File: src/rtl/pad_pkg.sv
package pad_pkg;
  parameter int DIM_W  = 16;
  parameter int PAD_W  = 13;
  parameter int CH_W   = 10;
  parameter int ADDR_W = 5;
  parameter int DATA_W = 32;
  localparam int PIX_W = 3 * CH_W;
  localparam int LEN_W = DIM_W + 1;

  localparam logic [ADDR_W-1:0] A_CTRL  = ADDR_W'(5'h00);
  localparam logic [ADDR_W-1:0] A_SIZE  = ADDR_W'(5'h04);
  localparam logic [ADDR_W-1:0] A_RIGHT = ADDR_W'(5'h08);
  localparam logic [ADDR_W-1:0] A_BOT   = ADDR_W'(5'h0C);
  localparam logic [ADDR_W-1:0] A_FILL  = ADDR_W'(5'h10);

  typedef struct packed {
    logic [DIM_W-1:0] width;
    logic [DIM_W-1:0] height;
    logic [PAD_W-1:0] right;
    logic [PAD_W-1:0] bottom;
    logic [PIX_W-1:0] fill;
    logic             bypass;
  } pad_cfg_t;
endpackage

File: src/rtl/pad_regfile.sv
module pad_regfile
  import pad_pkg::*;
(
  input  logic              clk,
  input  logic              rst_n,
  input  logic              we,
  input  logic [ADDR_W-1:0] addr,
  input  logic [DATA_W-1:0] wdata,
  output logic [DATA_W-1:0] rdata,
  output logic              enable,
  output pad_cfg_t          cfg_live
);
  localparam int FILL_LSB = DATA_W - PIX_W;

  logic [1:0]       ctrl_q;
  logic [DIM_W-1:0] width_q, height_q;
  logic [PAD_W-1:0] right_q, bot_q;
  logic [PIX_W-1:0] fill_q;
  logic             all_zero;

  always_ff @(posedge clk) begin
    if (!rst_n) begin
      ctrl_q   <= '0;
      width_q  <= '0;
      height_q <= '0;
      right_q  <= '0;
      bot_q    <= '0;
      fill_q   <= '0;
    end else if (we) begin
      case (addr)
        A_CTRL:  ctrl_q <= wdata[1:0];
        A_SIZE: begin
          width_q  <= wdata[DIM_W-1:0];
          height_q <= wdata[2*DIM_W-1:DIM_W];
        end
        A_RIGHT: right_q <= wdata[PAD_W-1:0];
        A_BOT:   bot_q   <= wdata[PAD_W-1:0];
        A_FILL:  fill_q  <= wdata[DATA_W-1:FILL_LSB];
        default: ;
      endcase
    end
  end

  always_comb begin
    case (addr)
      A_CTRL:  rdata = DATA_W'(ctrl_q);
      A_SIZE:  rdata = {height_q, width_q};
      A_RIGHT: rdata = DATA_W'(right_q);
      A_BOT:   rdata = DATA_W'(bot_q);
      A_FILL:  rdata = {fill_q, {FILL_LSB{1'b0}}};
      default: rdata = '0;
    endcase
  end

  assign all_zero = (width_q == '0) && (height_q == '0) && (right_q == '0) &&
                    (bot_q == '0) && (fill_q == '0);
  assign enable   = ctrl_q[1];

  assign cfg_live.width  = width_q;
  assign cfg_live.height = height_q;
  assign cfg_live.right  = right_q;
  assign cfg_live.bottom = bot_q;
  assign cfg_live.fill   = fill_q;
  assign cfg_live.bypass = ctrl_q[0] | all_zero;
endmodule

File: src/rtl/pad_walker.sv
module pad_walker
  import pad_pkg::*;
(
  input  logic     clk,
  input  logic     rst_n,
  input  logic     enable,
  input  logic     advance,
  input  pad_cfg_t cfg_live,
  output pad_cfg_t cfg_act,
  output logic     busy,
  output logic     in_fill,
  output logic     last_col
);
  logic [LEN_W-1:0] col_q, row_q, line_len, frame_rows;
  logic             last_row;
  pad_cfg_t         shadow_q;

  assign cfg_act    = busy ? shadow_q : cfg_live;
  assign line_len   = LEN_W'(cfg_act.width) + LEN_W'(cfg_act.right);
  assign frame_rows = LEN_W'(cfg_act.height) + LEN_W'(cfg_act.bottom);
  assign last_col   = (col_q == line_len - LEN_W'(1));
  assign last_row   = (row_q == frame_rows - LEN_W'(1));
  assign in_fill    = busy && ((row_q >= LEN_W'(cfg_act.height)) ||
                               (col_q >= LEN_W'(cfg_act.width)));

  always_ff @(posedge clk) begin
    if (!rst_n) begin
      busy     <= 1'b0;
      col_q    <= '0;
      row_q    <= '0;
      shadow_q <= '0;
    end else if (!enable) begin
      busy  <= 1'b0;
      col_q <= '0;
      row_q <= '0;
    end else begin
      if (!busy) shadow_q <= cfg_live;
      if (advance) begin
        if (last_col) begin
          col_q <= '0;
          if (last_row) begin
            row_q <= '0;
            busy  <= 1'b0;
          end else begin
            row_q <= row_q + LEN_W'(1);
            busy  <= 1'b1;
          end
        end else begin
          col_q <= col_q + LEN_W'(1);
          busy  <= 1'b1;
        end
      end
    end
  end
endmodule

File: src/rtl/frame_padder.sv
module frame_padder
  import pad_pkg::*;
(
  input  logic              clk,
  input  logic              rst_n,
  input  logic              reg_we,
  input  logic [ADDR_W-1:0] reg_addr,
  input  logic [DATA_W-1:0] reg_wdata,
  output logic [DATA_W-1:0] reg_rdata,
  input  logic              in_valid,
  output logic              in_ready,
  input  logic [PIX_W-1:0]  in_data,
  input  logic              in_sof,
  input  logic              in_eol,
  output logic              out_valid,
  input  logic              out_ready,
  output logic [PIX_W-1:0]  out_data,
  output logic              out_sof,
  output logic              out_eol
);
  pad_cfg_t cfg_live, cfg_act;
  logic     enable, busy, in_fill, last_col, byp, advance;

  pad_regfile u_regs (
    .clk(clk), .rst_n(rst_n), .we(reg_we), .addr(reg_addr),
    .wdata(reg_wdata), .rdata(reg_rdata), .enable(enable), .cfg_live(cfg_live)
  );

  pad_walker u_walk (
    .clk(clk), .rst_n(rst_n), .enable(enable), .advance(advance),
    .cfg_live(cfg_live), .cfg_act(cfg_act), .busy(busy),
    .in_fill(in_fill), .last_col(last_col)
  );

  assign byp     = cfg_act.bypass;
  assign advance = enable && !byp && out_valid && out_ready;

  always_comb begin
    in_ready  = 1'b0;
    out_valid = 1'b0;
    out_data  = in_data;
    out_sof   = in_sof;
    out_eol   = in_eol;
    if (enable) begin
      if (byp) begin
        in_ready  = out_ready;
        out_valid = in_valid;
      end else begin
        out_sof = !busy;
        out_eol = last_col;
        if (in_fill) begin
          out_valid = 1'b1;
          out_data  = cfg_act.fill;
        end else begin
          in_ready  = out_ready;
          out_valid = in_valid;
        end
      end
    end
  end
endmodule

File: config.mk
export PLATFORM = sky130hd
export DESIGN_NAME = frame_padder
export DESIGN_NICKNAME = d
export VERILOG_FILES = /design/src/rtl/pad_pkg.sv /design/src/rtl/pad_regfile.sv /design/src/rtl/pad_walker.sv /design/src/rtl/frame_padder.sv
export SDC_FILE = /design/constraint.sdc
export NUM_CORES = 1
export LEC_CHECK = 0
export ABC_AREA = 1
export BUFFER_PORTS_ARGS = -buffer_cell sky130_fd_sc_hd__buf_2
export CAP_MARGIN = 20
export CORE_ASPECT_RATIO = 0.6
export CORE_MARGIN = 2
export CORE_UTILIZATION = 30
export CTS_CLUSTER_SIZE = 8
export DETAILED_ROUTE_END_ITERATION = 10
export GPL_TIMING_DRIVEN = 0
export PLACE_DENSITY_LB_ADDON = 0.1
export SLEW_MARGIN = 0
export SYNTH_ARGS = -nofsm -noshare
export SYNTH_HDL_FRONTEND = slang
export SYNTH_SLANG_ARGS = --single-unit
File: constraint.sdc
create_clock -name clk -period 5.7 [get_ports clk]
set_clock_uncertainty 0.05 [all_clocks]
set_input_delay 0.57 -clock clk [delete_from_list [all_inputs] [get_ports clk]]
set_output_delay 0.57 -clock clk [all_outputs]
set_load 0.02 [all_outputs]
==> summary.md, run 1 <==
The logs give 1 for the number of antenna violations at the first check in global routing and 35.7% for the met1 usage in global routing. Summing all multi-input logic gate instances after layout gives 8190 um^2. Global route total overflow: 0.

Once detailed placement completed, the half-perimeter wirelength came to 44300 um. Counting distinct cell types in the post-synthesis netlist gives 41. Along the worst path, the maximum fanout reaches 10. The tools report the cell at the root of the clock tree as clkbuf_16. The cell family contributing the most delay on the critical path is buffers and inverters. Entering global routing, the biggest net connects 15 pins. After clock tree synthesis, the setup repair step added 0 buffers.

Total wire length after detailed routing: 53800 um. Number of clock sinks: 214. The count of nets left with antenna violations once routing finished came out at 0. The average detailed-routed wire length per instance came out at 17.7 um. In this run the cell area measured after placement is 15800 um^2. By area, the combinational part of the netlist is dominated by simple AND/OR/NAND/NOR gates. The synthesized design contains 214 register bits. The boundary pin count is 140. Library cell occupying the most area in the post-synthesis netlist: dfxtp_1. After synthesis, the largest area contributor takes up 30.0% of total cell area. Most crowded layer after global routing: met1.

The synthesized netlist devotes 28.1% of its cell area to simple gates. The tools report the H-tree depth reported by CTS as 1. Counting flops with an async set or reset pin after synthesis yields a share of 0%.

The final weighted congestion in routability-driven placement is 0.931. The tools report the startpoint class of the critical path as a register. The synthesized netlist devotes 17.7% of its cell area to compound gates. The critical path runs through a total of 19 cells.

Timing would allow up to 186 MHz. The synthesized netlist occupies a cell area of 14300 um^2. Standby leakage power: 8.15 nW. The number of vias in the routed layout was 14900. The tools report the detailed-routing iteration count for the pre-antenna-repair pass as 5.

Commonest register cell after synthesis: dfxtp_1. Timing analysis after detailed placement gives a worst setup slack of 258 ps. STA puts the critical path data arrival time at 4760 ps.

Summing all flip-flop and latch instances after layout gives 4280 um^2. The synthesized netlist devotes 2.76% of its cell area to XOR and XNOR gates. The later pin in the worst-skew pair is clocked with a latency of 570 ps.

The run finished with clean final reports. TritonCTS created 30 clock buffers. The slew at the pin with the worst max-slew slack was 811 ps; the final sum of negative setup slack was 0 ps.

After detailed routing, the number of vias per cell comes to 4.90. The number of nets in the synthesized netlist was 2402. The met3 routing resource usage after global routing was 4.67%.

For this run, the register share of the synthesized area comes to 30.0%. The buffer and inverter count on the worst path is 5. Dividing the final minimum period by the clock period gives 94.4%. The met2 global-route usage was 26.6%; the fraction of layout cells with a size suffix above 1 was 9.84%. The area inside the core boundary is 46600 um^2, and the multiplexer share of the synthesized area is 0.491%. The detailed-route DRC error count was 0.

The register clock-pin slew on the reported worst setup and hold paths is 60 ps. For the final number of max-transition violations, the log shows 0. The initial utilization of the core area, before any placement, comes to 30.6%. The critical path is of the register to output pin type.

The logs give 0 for the final number of hold-violating endpoints and 16600 um^2 for the area of all placed cells without fillers. The tightest min-delay check is of the primary input to register type. The number of I/O port buffers came out at 139. The global-route wire length before repair was 81300 um.

Final critical path time including I/O delays and setup: 5380 ps. The number of antenna diodes in the final layout is 0. The signal on the critical path passes through buf_2, clkbuf_4, clkbuf_1, nor2_1, a21oi_1, ha_1, fa_1, inv_1, nand2_1, nand3_1, nand2_1, nor2_1, nand2_1, nor2_1, nand3_1, nor2_4, nand4_4, a21oi_1, buf_2. The vertical die dimension was 173 um; the synthesized area divided by synthesized cell count was 6.38 um^2.

Setup violations remaining at the end of the flow were counted as 0. The die covers 49400 um^2. Once routing completed, OpenROAD measured the worst setup slack at 319 ps.

The tools report the row count as 61. TritonCTS built the clock tree. The logs give 3 for the maximum root-to-sink buffer count and 1188 for the violation count after the first detailed-route iteration. STA classifies the critical path endpoint as an output pin.

Slowest stage cell on the critical path: clkbuf_1. The x dimension of the die came out at 286 um. Global routing used 21.2% of the available tracks. The number of instances on the worst hold path was 3. On the worst path, the slowest cell contributes a delay of 430 ps.

In this run the power density over the cells is 219 nW/um^2. The cell count after synthesis came out at 2236. The via count of the first global-routing pass came out at 13300. The layout overhead on the synthesized area was 16.1%; the number of enable flip-flop cells after synthesis was 0.

The worst slew margin relative to its limit was 46.0%. In the post-synthesis netlist, the biggest area contributors are dfxtp_1 30%, nand2_1 13%, inv_1 9.8%. The area share of fa/ha/maj cells after synthesis was 8.17%. The layout has 5189 filler cells. The number of cell instances on the worst register-to-register path is 22, and the highest ir drop seen on vdd is 0.217 mV.

The total number of yosys warnings is 0. The logs give 0 for the number of maximum-capacitance violations and 5080 ps for the data required time of the critical path. The net count of the finished layout is 2573.
-- layout by cell type (no fill, tap or decap), types with 16 or more instances in the layout --
cell type and n:
inv_1 372, buf_2 142, nand4_1 32, clkbuf_16 31, xor2_1 28, nand2_1 492
dfxtp_1 214, a21oi_1 182, xnor2_1 17, ha_1 90, o211ai_1 58, nor2_1 233
o22ai_1 32, clkbuf_1 77, nand3_1 112, nor2_2 16, o21ai_0 180
-- state kept, by name, indices dropped and copies added (netlist names) --
register and count:
u_walk.col_q 17, u_regs.height_q 16, u_regs.ctrl_q 2, u_walk.shadow_q 89, u_regs.bot_q 13, u_walk.row_q 17
u_regs.right_q 13, u_regs.fill_q 30, u_regs.width_q 16, u_walk.busy 1
-- kinds of logic after synthesis --
kind of cell,Yosys count
and+or+nand+nor,944
buffers and inverters,471
DFF,214
AOI/OAI and AO/OA,463
xor gates and xnor gates,45
muxes,7
adders and majority gates,92
-- layer usage --
metal | up-vias | part of all wire [%]
li1 | 7510 | -
met4 | 0 | 1.1
met1 | 6958 | 56
met2 | 397 | 36
met5 | - | 0
met3 | 34 | 7.2
-- report_power, final --
part	total [mW]	internal, mW	switching (mW)
logic	0.479	0.154	0.324
clock network	1.63	0.945	0.684
registers	1.52	1.52	0.00887
-- synthesized netlist by cell type, types with 6 or more instances --
master and instances:
nand2_1 492, inv_1 372, nor2_1 233, dfxtp_1 214, a21oi_1 184, o21ai_0 180, nand3_1 112, ha_1 90
clkbuf_1 82, o211ai_1 58, nand4_1 32, o22ai_1 32, xor2_1 28, xnor2_1 17, nor2_2 16, nand2_2 12
nor3_1 12, mux2i_1 7, nand3_2 7, and2_1 6, nand3b_1 6, nor4_1 6
-- what timing repair did --
| action | CTS | global route |
|---|---|---|
| hold buffers | 0 | 0 |
| resized for setup | 5 | 12 |
| endpoints found under the setup margin | 31 | 31 |
-- worst paths after layout --
check                                         from                 end  slack [ps]
worst max-delay path                   u_walk.busy             out_eol         320
worst min-delay path                  reg_wdata[0]     u_regs.bot_q[0]         240
worst max register to register         u_walk.busy    u_walk.row_q[14]        1060
worst min register to register  u_walk.shadow_q[0]  u_walk.shadow_q[0]         430
-- per-stage QoR --
stage	hold slack (ps)	utilization [%]	total power, mW	cells
2_1_floorplan	394	-	1.87	2236
3_3_place_gp	407	33.8	2.02	3005
3_5_place_dp	411	33.8	2.02	3005
4_1_cts	218	35.5	3.65	3038
5_1_grt	251	35.5	3.79	3038
6_report	245	35.5	3.63	3038
-- cell type report --
cell class	count	share of cell area [%]
well taps	630	4.76
clock buffers	33	4.73
inverters	377	8.54
repair buffers	139	4.20
plain buffers	94	2.54
multi-input cells	1551	49.4
flip-flops and latches	214	25.8
-- worst reg2reg max path: stages (launching register included) --
cell      delay [ps]
dfxtp_1          330
buf_2            250
clkbuf_4         270
clkbuf_1         430
nor2_1           110
a21oi_1          340
ha_1             340
fa_1             390
inv_1            190
nand2_1          100
nand3_1           80
nand2_1           50
nor2_1           180
nand2_1           70
nor2_1           220
nand3_1          180
nor2_4           150
nand4_4          160
nor2_4           230
nand2_2          100
nand2_4          100
buf_12           160
nor2_2            50
No activity file was read; power rests on OpenSTA's default activity.
==> inputs of run 2 (changes only) <==
--- a/config.mk
+++ b/config.mk
@@ -11,10 +11,10 @@
 export CORE_ASPECT_RATIO = 0.6
 export CORE_MARGIN = 2
 export CORE_UTILIZATION = 30
-export CTS_CLUSTER_SIZE = 8
+export CTS_CLUSTER_SIZE = 28
 export DETAILED_ROUTE_END_ITERATION = 10
 export GPL_TIMING_DRIVEN = 0
-export PLACE_DENSITY_LB_ADDON = 0.1
+export PLACE_DENSITY_LB_ADDON = 0.2
 export SLEW_MARGIN = 0
 export SYNTH_ARGS = -nofsm -noshare
 export SYNTH_HDL_FRONTEND = slang
==> constraint.sdc (replaced) <==
create_clock -name clk -period 5.7 [get_ports clk]
set_clock_uncertainty 0.05 [all_clocks]
set_input_delay 0.57 -clock clk [delete_from_list [all_inputs] [get_ports clk]]
set_output_delay 0.57 -clock clk [all_outputs]
set_load 0.1 [all_outputs]
==> summary.md, run 2 (same netlist as run 1, synthesis figures left out) <==
STA classifies the critical path endpoint as an output pin. The number of instances on the worst hold path works out to 3. The cell at the root of the clock tree is clkbuf_16. Setup repair after global routing could not meet its margin everywhere.

After layout, the design draws a total of 3.58 mW. The maximum root-to-sink buffer count is 3, and the global-route wire length before repair is 80000 um. The final weighted congestion in routability-driven placement was 0.938. Counting cells, the worst reg-to-reg path comes to 25. Number of I/O port buffers: 139.

The ratio of routed vias to standard cells was 4.94; the number of maximum-capacitance violations was 0. At the end of the flow, the number of nets in the layout was 2566. Adding up every negative setup slack in the final design gives 0 ps. The logs give 1457 for the violation count after the first detailed-route iteration and 8.13 nW for the standby leakage power. The logs give 0 for the final number of hold-violating endpoints and 0 for the antenna cell count. Final hold analysis gives a worst-case slack of 274 ps. Pin placement for this block handled 140 I/O pins. The estimated wirelength of the detail-placed design is 43400 um.

The startpoint identified for the worst register-to-register timing path is u_walk.busy. The run finished with clean final reports. The internal power consumption is 2.51 mW. For this run, the number of standard cells in the final layout without fillers is 3043. In this run the register-to-register setup slack is 1090 ps. Register clock-pin slew on the reported worst setup and hold paths: 70 ps. The logs give 13600 for the via count of the first global-routing pass and 43.9% for the worst slew margin relative to its limit. The die area came out at 49400 um^2.

For the row count, the log shows 61. The detailed-route DRC error count was 0; the highest ir drop seen on vdd was 0.182 mV. For the post-detailed-route count of antenna-violating nets, the log shows 0. The largest registers in the layout are u_walk.shadow_q: 89 flops, u_regs.fill_q: 30 flops.

Once placement completed, the tool counted placed cells totaling 3005. Of the available clock period, the critical path in the final layout requires 95.4%. Derived from the worst setup path, the maximum achievable clock frequency is 184 MHz.

The slew at the pin with the worst max-slew slack came out at 841 ps. The top fanout value on the critical path is 10. For hold timing, the worst endpoint is u_regs.bot_q[1]. Per report_power, the clock group accounts for 42.0% of the total. The most common cell after layout, fill and taps aside is nand2_1.

The logs give 1 for the number of antenna violations at the first check in global routing and 14 for the maximum number of pins on one net before global-route repair. From synthesis to final layout, the design area changed by 15.7%. The logs give 5080 ps for the data required time of the critical path and 15.5% for the power share of the combinational group. Startpoint class of the critical path: a register. The total setup violations reported at the end of the flow is 0. For the final number of max-transition violations, the log shows 0. The switching power share of the total came out at 29.9%. The endpoint of the worst register-to-register path was u_walk.busy.

Clock latency on the worst-skew pair, taken at its later pin, is 540 ps. The register with the highest flop count is u_walk.shadow_q. For the worst setup path, the data arrival time is 4820 ps.

Dividing the detail-routed wire length by the instance count gives 17.3 um. The die is 173 um tall. In the global route stage, overall resource usage came out at 20.7%. Registers are responsible for 42.5% of the overall power. The launch instance of the worst min-delay path is reg_wdata[1]. The fraction of layout cells with a size suffix above 1 was 9.99%.

The run gives 5 as the detailed-routing iteration count for the pre-antenna-repair pass. The region available for standard cell placement spans 46600 um^2. Power spread over the standard cell area amounts to 217 nW/um^2. The min-delay analysis places its worst path in the category primary input to register.

The clock net in this run drives a total of 214 sinks. The H-tree depth reported by CTS was 1; the net switching power figure was 1.07 mW. The die is 286 um wide. The filler cells instantiated in the layout total 5117.

The type of the worst setup path was register to output pin. The top cell types in the final layout, fill and taps aside, are 492 x nand2_1, 372 x inv_1, 233 x nor2_1. The logs give 30.6% for the effective utilization at floorplan and 52500 um for the total wire length after detailed routing.

For this design, the CTS-stage hold fixing added 0 buffers. The total overflow left after global routing is 0. The flip-flop count of the largest register, all copies and words added is 89, and the number of buffers added by the clock tree synthesis step is 23. TritonCTS built the clock tree.

The detailed router placed 15000 vias in this run. The final critical path time including I/O delays and setup came out at 5440 ps.
-- run 2: final cells by class --
| class | instances | area, um^2 | area share [%] |
|---|---|---|---|
| Clock buffer | 30 | 612 | 3.70 |
| Buffer | 94 | 428 | 2.59 |
| Tap cell | 630 | 788 | 4.77 |
| Sequential cell | 214 | 4280 | 25.9 |
| Inverter | 377 | 1420 | 8.57 |
| Clock inverter | 8 | 92.6 | 0.560 |
| Timing Repair Buffer | 139 | 717 | 4.34 |
| Multi-Input combinational cell | 1551 | 8180 | 49.5 |
-- run 2: power groups by stage --
stage	clock network, mW	registers (mW)	logic (mW)
floorplan	0	1.55	0.394
global placement	0	1.56	0.538
detailed placement	0	1.56	0.542
CTS	1.53	1.52	0.545
global route	1.59	1.52	0.616
finish	1.50	1.52	0.557
-- run 2: through the flow --
stage	setup WS, ps	instance area [um^2]	util, %
6_report	265	16500	35.4
5_1_grt	-109	16500	35.4
4_1_cts	11.0	16500	35.3
3_5_place_dp	32.5	15800	33.8
3_3_place_gp	97.8	15800	33.8
2_1_floorplan	381	14300	-
-- run 2: worst max-delay path, stage by stage (launching register included) --
cell	delay (ps)
dfxtp_1	350
clkbuf_4	240
clkbuf_4	250
buf_2	260
nor2_1	80
a21oi_1	210
ha_1	270
inv_1	60
ha_1	210
inv_1	80
fa_1	440
inv_1	170
nand3_1	130
nand2_2	160
nand2_1	90
nand3_1	80
nand2_1	50
nor2_1	200
nand3_1	160
nor2_4	140
nand4_4	190
a21oi_1	230
buf_6	250
-- run 2: worst max-delay path by stage --
stage / from / endpoint / slack, ps / depth (start not counted)
after global placement: u_walk.busy / out_eol / 100 / 22
after detailed placement: u_walk.busy / out_eol / 30 / 22
after global routing: u_walk.busy / out_eol / -110 / 19
after floorplan: u_walk.busy / out_eol / 380 / 19
final: u_walk.busy / out_eol / 260 / 22
after CTS: u_walk.busy / out_eol / 10 / 22
-- run 2: metal layers --
metal | vias up | wire length, um | global-route usage, %
li1 | 7512 | - | -
met1 | 7020 | 28400 | 33.8
met2 | 480 | 18300 | 25.7
met3 | 35 | 5160 | 6.27
met4 | 0 | 587 | 2.90
met5 | - | 0 | 0
-- run 2: repair_timing --
item / CTS / global route
setup buffers: 0 / 0
resized for setup: 9 / 21
setup endpoints to repair: 31 / 31
==> inputs of run 3 (changes only) <==
--- a/config.mk
+++ b/config.mk
@@ -8,8 +8,10 @@
 export ABC_AREA = 1
 export BUFFER_PORTS_ARGS = -buffer_cell sky130_fd_sc_hd__buf_2
 export CAP_MARGIN = 20
+export CELL_PAD_IN_SITES_DETAIL_PLACEMENT = 1
+export CELL_PAD_IN_SITES_GLOBAL_PLACEMENT = 1
 export CORE_ASPECT_RATIO = 0.6
-export CORE_MARGIN = 2
+export CORE_MARGIN = 3
 export CORE_UTILIZATION = 30
 export CTS_CLUSTER_SIZE = 28
 export DETAILED_ROUTE_END_ITERATION = 10
==> summary.md, run 3 (same netlist as run 1, synthesis figures left out) <==
The flow ran to the end, and the final reports show no timing, DRC or antenna violations. STA puts the critical path data required time at 5080 ps. Summed over all cells, the static leakage comes to 8.21 nW. The detail route stage leaves a number of antenna-violating nets equal to 0.

Of the cells placed in the final design, the portion with a size suffix greater than 1 is 10.5%. For this run, the number of standard cells in the final layout without fillers is 3051. On the final layout, the worst hold slack is 261 ps.

For the final number of hold-violating endpoints, the log shows 0. The number of cell instances on the worst register-to-register path is 24. Fill cells in the final layout number 6085.

The slew at the pin with the worst max-slew slack is 780 ps, and the post-route fraction of the period consumed by the critical path is 94.8%. Once the floorplan was initialized, standard cells occupied 30.6% of the core. Detailed placement finished with a half-perimeter wire length of 48600 um. The largest registers in the layout are u_walk.shadow_q: 89 flops, u_regs.fill_q: 30 flops. VDD sags by at most 0.186 mV. Maximum number of pins on one net before global-route repair: 13. The final number of max-transition violations was 0; the boundary pin count was 140.

STA puts the critical path data arrival time at 4790 ps. Prior to clock tree synthesis, the placed netlist has a worst setup slack of -81.2 ps. Measured along the y axis, the die boundary spans 175 um.

The clock net in this run drives a total of 214 sinks. TritonCTS created 25 clock buffers. The total overflow left after global routing is 0. The total power draw is 3.86 mW. The first detailed-routing pass took 5 iterations. Clock latency on the worst-skew pair, taken at its later pin, is 550 ps. Final worst-path setup slack: 295 ps. In this run, placement finished with an instance count of 3005. Global routing used 23.0% of the available tracks across all layers. The tree is rooted in a clkbuf_16. The die covers 50300 um^2. The ratio of routed vias to standard cells is 5.06. TritonCTS built the clock tree.

Number of maximum-capacitance violations: 0. Summing all placed instances gives a cell area of 15800 um^2. The routed design has 58500 um of wire. Buffers placed on the I/O ports in this run total 139. The H-tree depth reported by CTS was 1; the area inside the core boundary was 46600 um^2. The top fanout value on the critical path is 10. In the layout the commonest cells are 492 x nand2_1, 372 x inv_1, 232 x nor2_1.

After routing the design area is 16700 um^2. The type of the worst setup path is register to output pin. Compared with the post-synthesis result, the final layout area differs by 16.9%. For this block, the initial DRC count from the detailed router was 1199.

Flop-to-flop setup slack: 1100 ps. After floorplanning, the core was divided into 61 placement rows. The congestion estimate from routability-driven global placement came to 0.928.

For this design, the CTS-stage hold fixing added 0 buffers. For this design the ratio of total power to cell area is 231 nW/um^2. After clock tree synthesis, the clock-pin slew on the worst setup and hold paths is 60 ps. The startpoint class of the critical path was a register. The register with the most flip-flops in the final layout is u_walk.shadow_q. Across all layers, the routed design uses 15400 vias. The final critical path time including I/O delays and setup came out at 5410 ps. For this run, design rule violations remaining after detail routing come to 0.

The fraction of the core area covered by cells at the end of the flow is 35.8%, and the final sum of negative setup slack is 0 ps. Average detailed-routed wire length per instance: 19.2 um. The most common cell after layout, fill and taps aside is nand2_1. The tools report the via count of the first global-routing pass as 15300. In the final design database the tool counted 2568 nets.

Measured against its own limit, the worst slew margin works out to 46.5%. Static timing analysis puts the maximum clock frequency at 185 MHz. The first global-routing pass estimated 90300 um of wire. The tightest min-delay check is of the primary input to register type.

Along the worst hold path, the cell count comes to 3. In this run the horizontal extent of the chip is 288 um. The clock passes through at most 3 buffers. The flip-flop count of the largest register, all copies and words added works out to 89. The tools report the endpoint class of the critical path as an output pin. Total setup violations reported at the end of the flow: 0. Setup repair after global routing left no endpoint under its margin.

Number of antenna violations at the first check in global routing: 0.
run 3: path summary, 6_finish.rpt:
| kind | from | end |
|---|---|---|
| hold reg to reg | u_walk.shadow_q[71] | u_walk.shadow_q[71] |
| hold / removal | reg_wdata[0] | u_regs.ctrl_q[0] |
| setup reg to reg | u_walk.busy | u_walk.busy |
| setup / recovery | u_walk.busy | out_data[25] |
run 3: per-layer routing:
metal / GRT usage (%) / up-vias / part of all wire [%]
met5: 0 / - / 0
met4: 2.78 / 0 / 0.98
met3: 5.11 / 35 / 7.0
met2: 31.6 / 372 / 38
met1: 36.5 / 7516 / 54
li1: - / 7522 / -
run 3: repair_timing:
item,4_1_cts,5_1_grt
setup endpoints to repair,31,31
pin swaps,0,0
buffers inserted,0,0
resized for setup,17,15
run 3: final cells by class:
type	count	area, um^2	share of cell area, %
Buffer	94	434	2.60
Inverter	377	1420	8.48
Timing Repair Buffer	139	702	4.21
Tap cell	630	788	4.72
Antenna cell	2	5.00	0.0300
Clock inverter	11	183	1.09
Clock buffer	33	676	4.05
Sequential cell	214	4280	25.7
Multi-Input combinational cell	1551	8200	49.1
run 3: worst max-delay path, stage by stage, from the launching register on:
cell and delay (ps):
dfxtp_1 350, clkbuf_4 230, buf_4 220, clkbuf_2 400, nand2_1 80, o21ai_0 160
inv_1 170, ha_1 310, nand4_1 170, nor2_1 440, nor2_1 80, nand3_1 80
nor2_1 50, nand3_2 130, nand3_2 210, inv_1 260, clkbuf_2 280, nand2_1 100
nand2_1 70, buf_2 420
run 3: where the power goes:
group	total (mW)	internal [mW]	switching, mW	leakage, nW
logic	0.572	0.155	0.417	6.07
clock network	1.76	1.06	0.707	0.420
registers	1.52	1.51	0.00959	1.73
total	3.86	2.73	1.13	8.21
